**src/rtl/shr_pkg.sv**
```systemverilog
// Shared constants and helpers for the shift and rotate unit.
// Assumes operands are right-aligned in a 32-bit field.
package shr_pkg;

    localparam int DATA_W = 32;
    localparam int POS_W  = $clog2(DATA_W);

    localparam logic [1:0] SZ_BYTE = 2'b00;
    localparam logic [1:0] SZ_WORD = 2'b01;
    localparam logic [1:0] SZ_LONG = 2'b10;

    // Bit 0 of the mode gives the direction: 0 left, 1 right.
    localparam logic [2:0] OP_SHLL  = 3'b000;
    localparam logic [2:0] OP_SHLR  = 3'b001;
    localparam logic [2:0] OP_SHAL  = 3'b010;
    localparam logic [2:0] OP_SHAR  = 3'b011;
    localparam logic [2:0] OP_ROTL  = 3'b100;
    localparam logic [2:0] OP_ROTR  = 3'b101;
    localparam logic [2:0] OP_ROTXL = 3'b110;
    localparam logic [2:0] OP_ROTXR = 3'b111;

    typedef struct packed {
        logic n;
        logic z;
        logic v;
        logic c;
    } ccr_t;

    // Position of the sign bit for a width code.
    function automatic logic [POS_W-1:0] top_pos(input logic [1:0] sz);
        case (sz)
            SZ_BYTE: top_pos = POS_W'(7);
            SZ_WORD: top_pos = POS_W'(15);
            default: top_pos = POS_W'(DATA_W - 1);
        endcase
    endfunction

    // Ones over the active width for a width code.
    function automatic logic [DATA_W-1:0] lane_mask(input logic [1:0] sz);
        case (sz)
            SZ_BYTE: lane_mask = DATA_W'(32'h0000_00FF);
            SZ_WORD: lane_mask = DATA_W'(32'h0000_FFFF);
            default: lane_mask = '1;
        endcase
    endfunction

endpackage

```
**src/rtl/shr_step.sv**
```systemverilog
// One-position move of a right-aligned operand in any of the eight modes.
// Assumes din is already zero above the selected width; keeps dout that way.
module shr_step
    import shr_pkg::*;
#(
    parameter int W = DATA_W
) (
    input  logic [W-1:0] din,
    input  logic [1:0]   sz,
    input  logic [2:0]   op,
    input  logic         cin,
    output logic [W-1:0] dout,
    output logic         cout,
    output logic         vout
);

    localparam int PW = $clog2(W);
    localparam logic [W-1:0] ONE = {{(W-1){1'b0}}, 1'b1};

    logic [PW-1:0] hi;
    logic [W-1:0]  mask;
    logic          msb;
    logic          lsb;
    logic          lfill;
    logic          rfill;
    logic [W-1:0]  moved_l;
    logic [W-1:0]  moved_r;

    // Width geometry for the current size code.
    always_comb begin
        hi   = PW'(top_pos(sz));
        mask = W'(lane_mask(sz));
        msb  = din[hi];
        lsb  = din[0];
    end

    // Bit entering at the low end on left moves.
    always_comb begin
        case (op)
            OP_ROTL:  lfill = msb;
            OP_ROTXL: lfill = cin;
            default:  lfill = 1'b0;
        endcase
    end

    // Bit entering at the top of the width on right moves.
    always_comb begin
        case (op)
            OP_SHAR:  rfill = msb;
            OP_ROTR:  rfill = lsb;
            OP_ROTXR: rfill = cin;
            default:  rfill = 1'b0;
        endcase
    end

    // Both candidate moves, then direction select with carry and overflow.
    always_comb begin
        moved_l = ((din << 1) & mask) | (lfill ? ONE : '0);
        moved_r = (din >> 1) | (rfill ? (ONE << hi) : '0);
        if (op[0]) begin
            dout = moved_r;
            cout = lsb;
        end else begin
            dout = moved_l;
            cout = msb;
        end
        vout = (op == OP_SHAL) && (moved_l[hi] != msb);
    end

endmodule

```
**src/rtl/shr_flags.sv**
```systemverilog
// Negative and zero flags of a right-aligned value at the selected width.
// Assumes value is zero above the selected width.
module shr_flags
    import shr_pkg::*;
#(
    parameter int W = DATA_W
) (
    input  logic [W-1:0] value,
    input  logic [1:0]   sz,
    output logic         neg,
    output logic         zero
);

    localparam int PW = $clog2(W);

    // Sign pick and all-zero detect.
    always_comb begin
        neg  = value[PW'(top_pos(sz))];
        zero = (value == '0);
    end

endmodule

```
**src/rtl/shr_unit.sv**
```systemverilog
// Shift and rotate unit: masks the operand to its width, then applies
// one or two chained single-position steps and registers the result and flags.
// Assumes one operation per clock; the outputs hold between operations.
module shr_unit
    import shr_pkg::*;
(
    input  logic        clk,
    input  logic        rst_n,
    input  logic        in_valid,
    input  logic [31:0] operand,
    input  logic [1:0]  size,
    input  logic [2:0]  op,
    input  logic        two_step,
    input  logic        carry_in,
    output logic        out_valid,
    output logic [31:0] result,
    output logic        flag_n,
    output logic        flag_z,
    output logic        flag_v,
    output logic        flag_c
);

    localparam int W     = DATA_W;
    localparam int STEPS = 2;

    logic [W-1:0] stage_d [STEPS+1];
    logic         stage_c [STEPS+1];
    logic         stage_v [STEPS+1];
    logic         fl_n;
    logic         fl_z;
    ccr_t         ccr_q;

    assign stage_d[0] = operand & lane_mask(size);
    assign stage_c[0] = carry_in;
    assign stage_v[0] = 1'b0;

    for (genvar g = 0; g < STEPS; g++) begin : g_step
        logic [W-1:0] s_d;
        logic         s_c;
        logic         s_v;
        logic         en;

        assign en = (g == 0) || two_step;

        shr_step #(.W(W)) u_step (
            .din  (stage_d[g]),
            .sz   (size),
            .op   (op),
            .cin  (stage_c[g]),
            .dout (s_d),
            .cout (s_c),
            .vout (s_v)
        );

        assign stage_d[g+1] = en ? s_d : stage_d[g];
        assign stage_c[g+1] = en ? s_c : stage_c[g];
        assign stage_v[g+1] = stage_v[g] | (en & s_v);
    end

    shr_flags #(.W(W)) u_flags (
        .value (stage_d[STEPS]),
        .sz    (size),
        .neg   (fl_n),
        .zero  (fl_z)
    );

    // Output registers: capture on accepted operations, hold otherwise.
    always_ff @(posedge clk) begin
        if (!rst_n) begin
            out_valid <= 1'b0;
            result    <= '0;
            ccr_q     <= '0;
        end else begin
            out_valid <= in_valid;
            if (in_valid) begin
                result  <= stage_d[STEPS];
                ccr_q.n <= fl_n;
                ccr_q.z <= fl_z;
                ccr_q.v <= stage_v[STEPS];
                ccr_q.c <= stage_c[STEPS];
            end
        end
    end

    assign flag_n = ccr_q.n;
    assign flag_z = ccr_q.z;
    assign flag_v = ccr_q.v;
    assign flag_c = ccr_q.c;

endmodule

```
**config.mk**
```make
export PLATFORM = sky130hd
export DESIGN_NAME = shr_unit
export DESIGN_NICKNAME = d
export VERILOG_FILES = /design/src/rtl/shr_pkg.sv /design/src/rtl/shr_step.sv /design/src/rtl/shr_flags.sv /design/src/rtl/shr_unit.sv
export SDC_FILE = /design/constraint.sdc
export NUM_CORES = 1
export LEC_CHECK = 0
export BUFFER_PORTS_ARGS = -buffer_cell sky130_fd_sc_hd__buf_4
export CAP_MARGIN = 15
export CORE_ASPECT_RATIO = 1.25
export CORE_UTILIZATION = 29
export DETAILED_ROUTE_END_ITERATION = 12
export PLACE_DENSITY = 0.53
export SETUP_SLACK_MARGIN = 0.3
export SLEW_MARGIN = 10
export SYNTH_ARGS = -nofsm -noshare
export SYNTH_HDL_FRONTEND = slang
export SYNTH_SLANG_ARGS = --single-unit
```
**constraint.sdc**
```tcl
create_clock -name clk -period 4.5 [get_ports clk]
set_clock_uncertainty 0.05 [all_clocks]
set_input_delay 0.225 -clock clk [delete_from_list [all_inputs] [get_ports clk]]
set_output_delay 0.225 -clock clk [all_outputs]
set_load 0.02 [all_outputs]
```
---- After elaboration in Yosys (flattened, before gate mapping) ----
Cells that the tools add are included.
storage, ports and cells
  output and inout bits ................... 37
  memories ................................ 0
  bits of input ports ..................... 42
  ROM bits ................................ 0
  register bits after elaboration ......... 37
  word-level logic and storage cells ...... 56
  RAM bits ................................ 0
  bits in latches ......................... 0
cells by class
  $lt $le $gt $ge ......................... 1
  equality and inequality tests ........... 9
  $add $sub $neg .......................... 0
  reduce and logical (&&, ||, !) cells .... 4
  div/mod/pow operators ................... 0
  bitwise logic cells ..................... 9
  multiply operators ...................... 0
  shift operators ......................... 1
  mux-type cells .......................... 26
operators with widths
  operator              count
  $mux 32               5
  $and 32x32->32        3
  $or 31x32->32         2
  $or 32x32->32         2
  $pmux 32 s2           1
  $logic_not 32->1      1
  $shl 1x5->32 const A  1
  $bmux 1 s5            5
  $eq 3x3->1 const B    4
  $mux 1                10
  $pmux 5 s2            1
  $eq 3x2->1 const B    2
  $lt 5x6->1 const B    1
  $pmux 1 s3            2
  $pmux 1 s2            2
  $eq 2x1->1 const B    1
  $logic_and 1x1->1     2
  $logic_not 2->1       1
  $ne 1x1->1            2
  $and 1x1->1           1
  $or 1x1->1            1

---- Depth between registers and ports, before layout ----
  depth after elaboration ................. 20
  mapped depth ............................ 10
  depth with buffers taken out ............ 7

---- Cells and area by module ----
Synthesis repeated with hierarchy kept, for this count alone.
unflattened totals
  cell total of the unflattened synthesis .. 368
  area total of the unflattened synthesis .. 3286.9 um2
modules (own cells, without submodules)
  module     area each (um2)  seq. area each (um2)  instances  cells each
  shr_unit   2043.2           740.7                 1          186
  shr_step   573.0            0.0                   2          84
  shr_flags  97.6             0.0                   1          14

---- Worst setup path before layout ----
No wires, ideal clock.
  path kind ............................... input-to-reg
  start ................................... input op[0]
  end ..................................... register ccr_q (netlist bit flag_z)
  required time ........................... 4381 ps
  arrival ................................. 1735 ps
  setup slack ............................. 2645 ps
  stages on the path ...................... 7
  path buffers ............................ 2
  library setup time ...................... 69 ps
  cells stage by stage .................... buf_6 buf_2 mux4_2 or4_1 nor4b_2 nand4_1 o21ai_1
on the way
  cells in the longest elaborated chain, start to end .. 13
  elaborated cells between the ends (all ways) .. 25
  classes of those cells .................. 5 x eq/ne; 14 x mux; 5 x bitwise; 1 x reduce/logical
ends and longest elaborated chain
  item                                            line                            RTL
  start, declared                                 shr_unit.sv:12                  input logic [2:0] op,
  $eq 3x3->1, or another cell as far along        shr_step.sv:48                  case (op)
  $pmux 1 s3 or $pmux 1 s2 (tied branches)        shr_step.sv:48, shr_step.sv:39
  $mux 32 or $mux 1 (tied branches)               shr_step.sv:59, shr_step.sv:58
  $or 31x32->32 or $or 32x32->32 (tied branches)  shr_step.sv:59, shr_step.sv:58
  $mux 32                                         shr_step.sv:60                  if (op[0]) begin
  $bmux 1 s5                                      shr_step.sv:33                  msb = din[hi];
  $mux 1 (not written as such)                    shr_step.sv:33
  $pmux 1 s3 or $pmux 1 s2 (tied branches)        shr_step.sv:48, shr_step.sv:39
  $mux 32 or $mux 1 (tied branches)               shr_step.sv:59, shr_step.sv:58
  $or 31x32->32 or $or 32x32->32 (tied branches)  shr_step.sv:59, shr_step.sv:58
  $mux 32                                         shr_step.sv:60
  $mux 32 (*)                                     shr_unit.sv:55                  assign stage_d[g+1] = en ? s_d : stage_d[g];
  $logic_not 32->1 (*)                            shr_flags.sv:19                 zero = (value == '0);
  end, declared                                   shr_unit.sv:31                  ccr_t ccr_q;
Every way passes the cells marked *; elsewhere a longest branch is shown, timed or not. The select of a mux whose other input is x is not followed.
A chain may end at the register's enable or synchronous reset.

---- Final worst setup path ----
  start ................................... input two_step
  end ..................................... register ccr_q (netlist bit flag_z)
on the way
  cells in the longest elaborated chain, start to end .. 2
ends and longest elaborated chain
  item              line             RTL
  start, declared   shr_unit.sv:13   input logic two_step,
  $mux 32           shr_unit.sv:55
  $logic_not 32->1  shr_flags.sv:19
Every way passes these cells.

==> out/results.env <==
RUN_STATUS='completed'
SYNTHESIS.AREA_UM2=2750
CLOCK_LATENCY_AT_THE_LATER_PIN_OF_THE_WORST_SKEW_PAIR_PS=270
MOST_FREQUENT_CELL_AFTER_SYNTHESIS='sky130_fd_sc_hd__nor2_1'
SYNTH_ENABLE_FLOP_CELLS=0
ANTENNA-DIODE-COUNT=0
NETLIST_INSTANCES=333
HTREE_NUM_LEVELS=2
DIE_AREA_UM2=9880
SYNTH.AREA.TOP_CELLS='sky130_fd_sc_hd__dfxtp_1, sky130_fd_sc_hd__mux2i_1, sky130_fd_sc_hd__nor2_1, sky130_fd_sc_hd__mux4_2, sky130_fd_sc_hd__a211oi_1'
TYPE_OF_ELEMENT_CAPTURING_THE_CRITICAL_PATH='flip-flop'
COMB_POWER_SHARE_PCT=29.0
PLACE.GP.CONGESTION=0.869
SYNTH_LARGEST_AREA_CELL='sky130_fd_sc_hd__dfxtp_1'
CORE_REGION_AREA_UM2=9170
GRT_PASS1_VIAS=2523
CP_DATA_ARRIVAL_TIME_PS=2440
DRC=0
FMAXACHIEVABLE_GHz=0.439
POWER_REPORT.INTERNAL_TOTAL_mW=0.695
FIRST_PASS_GRT_WIRE_LENGTH_UM=13800
AREA_DELTA_SYNTH_FINAL_PCT=27.3
POST_DRT_VIA_CELL_RATIO=5.33
DETAILROUTE.VIA_COUNT=2745
SYNTH_ASYNC_SR_FLOP_SHARE_PCT=0
SYNTH_CELL_TYPE_COUNT=51
POWER_PER_CELL_AREA_nW_PER_UM2=287
INITIAL_UTILIZATION_PCT=30.0
ANTENNA_VIOLATIONS_BEFORE_REPAIR=0
DRT_ITER0_MARKERS=185
FLOORPLAN.IO_PINS=79
LARGEST_NET_DEGREE_AT_THE_START_OF_GLOBAL_ROUTING=67
WORSTHOLDPATHCELLS=3
REL_SLEW_SLACK_PCT=48.2
GRT.OVERFLOW.TOTAL=0
SLEW_VIOL_FINAL=0
FINALWORSTPATHREQUIREDPERIOD_PS=2280
WORSTSETUPPATHTYPE='input port to flip-flop'
POWER.SHARE.SEQUENTIAL_PCT=35.7
CTSROOTBUFFERMASTER='sky130_fd_sc_hd__clkbuf_16'
DETAIL_ROUTE.FIRST_PASS.ITERATIONS=4
MULTI_INPUT_COMB_AREA_UM2=1830
SEQUENTIAL_AREA_SHARE_AFTER_SYNTHESIS_PCT=26.9
POSTSYNTH.TOPFLOPCELL='sky130_fd_sc_hd__dfxtp_1'
POWER.LEAKAGE_nW=1.48
MAXCAPVIOLCOUNT=0
CP.REQUIRED_PS=4660
POST_DP_HPWL_UM=6520
POWER.NET_SWITCHING_mW=0.309
NUMCLOCKSINKS=37
FP.DIEW_UM=89.1
POST_CTS.RESIZED_INSTANCES=0
CLOCK_TREE_FROM_TRITONCTS='built'
DIE_HEIGHT_UM=111
SYNTH.FF_LATCH_COUNT=37
FINAL_LAYOUT_SIZE_SUFFIX_GT1_SHARE_PCT=25.5
PEAKVDDDROP_V=0.000120
ANT_NETS=0
MIN_PERIOD_OVER_PERIOD_PCT=50.7
WL_UM=8630
NUMBER_OF_BUFFERS_ON_THE_LONGEST_CLOCK_PATH=2
SYNTH_COMMONEST_CELLS='sky130_fd_sc_hd__nor2_1, sky130_fd_sc_hd__mux2i_1, sky130_fd_sc_hd__dfxtp_1'
ROWS=39
ROUTEDWLPERCELL_UM=16.7
HOLD_VIOLATIONS=0
WORST_PIN_SLEW_PS=777
SETUP_VIOLATORS_FINAL=0
NUMCTSBUFFERS=5
SETUP_REPAIR_AFTER_GLOBAL_ROUTING_MISSED_ITS_MARGIN='false'
GRTUSAGETOTAL_PCT=18.0
R2R_CELLS=2
FINAL.SETUP.TNS_PS=0
FILL_CELLS=995
AVGSYNTHCELLAREA_UM2=8.26
PORT-BUFFER-COUNT=78
SYNTH.YOSYS.WARNINGS=0
YOSYS.AREA.TOP_TYPE_SHARE_PCT=26.9
FF_LATCH_AREA_UM2=741
PWR-SHARE-CLK_PCT=35.3
CTSHOLDBUFFERS=0
CTS_SETUP_BUFFERS=0
WORST_PATH_FANOUT_MAX=66
SETUP_CRIT_START_KIND='input port'
HOLDCRITPATHCLASS='input port to flip-flop'
FINAL_NET_COUNT=433
FINALCOREUTILIZATION_PCT=38.2
CTS.CLK_SLEW.WORST_PATHS_PS=60
POSTSYNTHNETCOUNT=375
POWER_SWITCHING_SHARE_PCT=30.8
-- kinds of logic after synthesis --
family | share of synthesized area, %
flip-flops | 26.9
AO/OA/AOI/OAI | 19.0
multiplexers | 23.0
buffers and inverters | 6.46
AND/OR/NAND/NOR | 24.0
XOR/XNOR | 0.637
-- placed cells by master, fill, tap and decap left out, types with 2 or more instances in the layout --
cell type                   instances
sky130_fd_sc_hd__nor3b_1            4
sky130_fd_sc_hd__a221oi_1           3
sky130_fd_sc_hd__nor2_1            49
sky130_fd_sc_hd__and2_1             2
sky130_fd_sc_hd__a2111oi_0          2
sky130_fd_sc_hd__nand3b_1           2
sky130_fd_sc_hd__nor3_1            13
sky130_fd_sc_hd__nand3_1           11
sky130_fd_sc_hd__mux2i_1           40
sky130_fd_sc_hd__o21a_1             3
sky130_fd_sc_hd__nor4_1             3
sky130_fd_sc_hd__a211oi_1          12
sky130_fd_sc_hd__mux4_2             8
sky130_fd_sc_hd__nand4_1            3
sky130_fd_sc_hd__or4_1              2
sky130_fd_sc_hd__a31oi_1            2
sky130_fd_sc_hd__dfxtp_1           37
sky130_fd_sc_hd__o21bai_1           2
sky130_fd_sc_hd__nand4b_1           4
sky130_fd_sc_hd__o22ai_1            6
sky130_fd_sc_hd__nor2b_1           11
sky130_fd_sc_hd__nand2b_1           4
sky130_fd_sc_hd__a21oi_1           13
sky130_fd_sc_hd__mux4_1             2
sky130_fd_sc_hd__o21ai_0           11
sky130_fd_sc_hd__a21o_1             2
sky130_fd_sc_hd__o32ai_1            4
sky130_fd_sc_hd__clkinv_1           2
sky130_fd_sc_hd__o21ai_1            2
sky130_fd_sc_hd__nand2_1           21
sky130_fd_sc_hd__buf_4             79
sky130_fd_sc_hd__o221ai_1           2
sky130_fd_sc_hd__o22a_1             4
sky130_fd_sc_hd__clkbuf_16          5
sky130_fd_sc_hd__inv_1              6
-- worst paths after layout --
kind | startpoint | to | slack [ps]
setup / recovery | two_step | flag_z | 2220
hold / removal | rst_n | result[15] | 180
hold reg to reg | result[24] | result[24] | 410
setup reg to reg | result[15] | result[15] | 3710
-- area by class of cell --
cell class	instances	area share (%)
multi-input cells	260	52.3
well taps	123	4.39
repair buffers	79	16.9
clock buffers	6	3.97
clock inverters	2	0.393
flip-flops and latches	37	21.2
inverters	8	0.857
-- critical path, stage by stage --
cell and delay (ps):
sky130_fd_sc_hd__buf_4 600, sky130_fd_sc_hd__mux4_2 620, sky130_fd_sc_hd__or4_1 530, sky130_fd_sc_hd__nor4b_2 260, sky130_fd_sc_hd__nand4_1 110, sky130_fd_sc_hd__o21ai_1 90
-- flip-flops by register name, indices dropped and copies added, names as in the netlist --
signal,flops
flag_c,1
flag_n,1
flag_v,1
flag_z,1
out_valid,1
result,32
-- per-layer routing --
metal | vias up | track usage [%] | routed length, um
met5 | - | 0 | 0
met4 | 0 | 4.66 | 121
met3 | 11 | 2.08 | 375
met2 | 76 | 28.5 | 4160
met1 | 1308 | 25.7 | 3960
li1 | 1350 | - | -
-- power groups by stage --
stage	clock network [mW]	logic, mW	registers (mW)
after floorplan	0	0.160	0.389
after global placement	0	0.289	0.366
after detailed placement	0	0.291	0.366
after CTS	0.364	0.291	0.359
after global routing	0.376	0.317	0.361
final	0.354	0.291	0.359
-- through the flow --
step	instances	total power [mW]	setup WS [ps]	cell area, um2	hold WS, ps
after floorplan	333	0.549	2650	2750	311
after global placement	507	0.655	1970	3350	404
after detailed placement	507	0.657	1950	3350	407
after CTS	515	1.01	2230	3500	176
after global routing	515	1.05	2110	3500	197
final	515	1.00	2220	3500	184
Power figures use the tool's default switching activity.
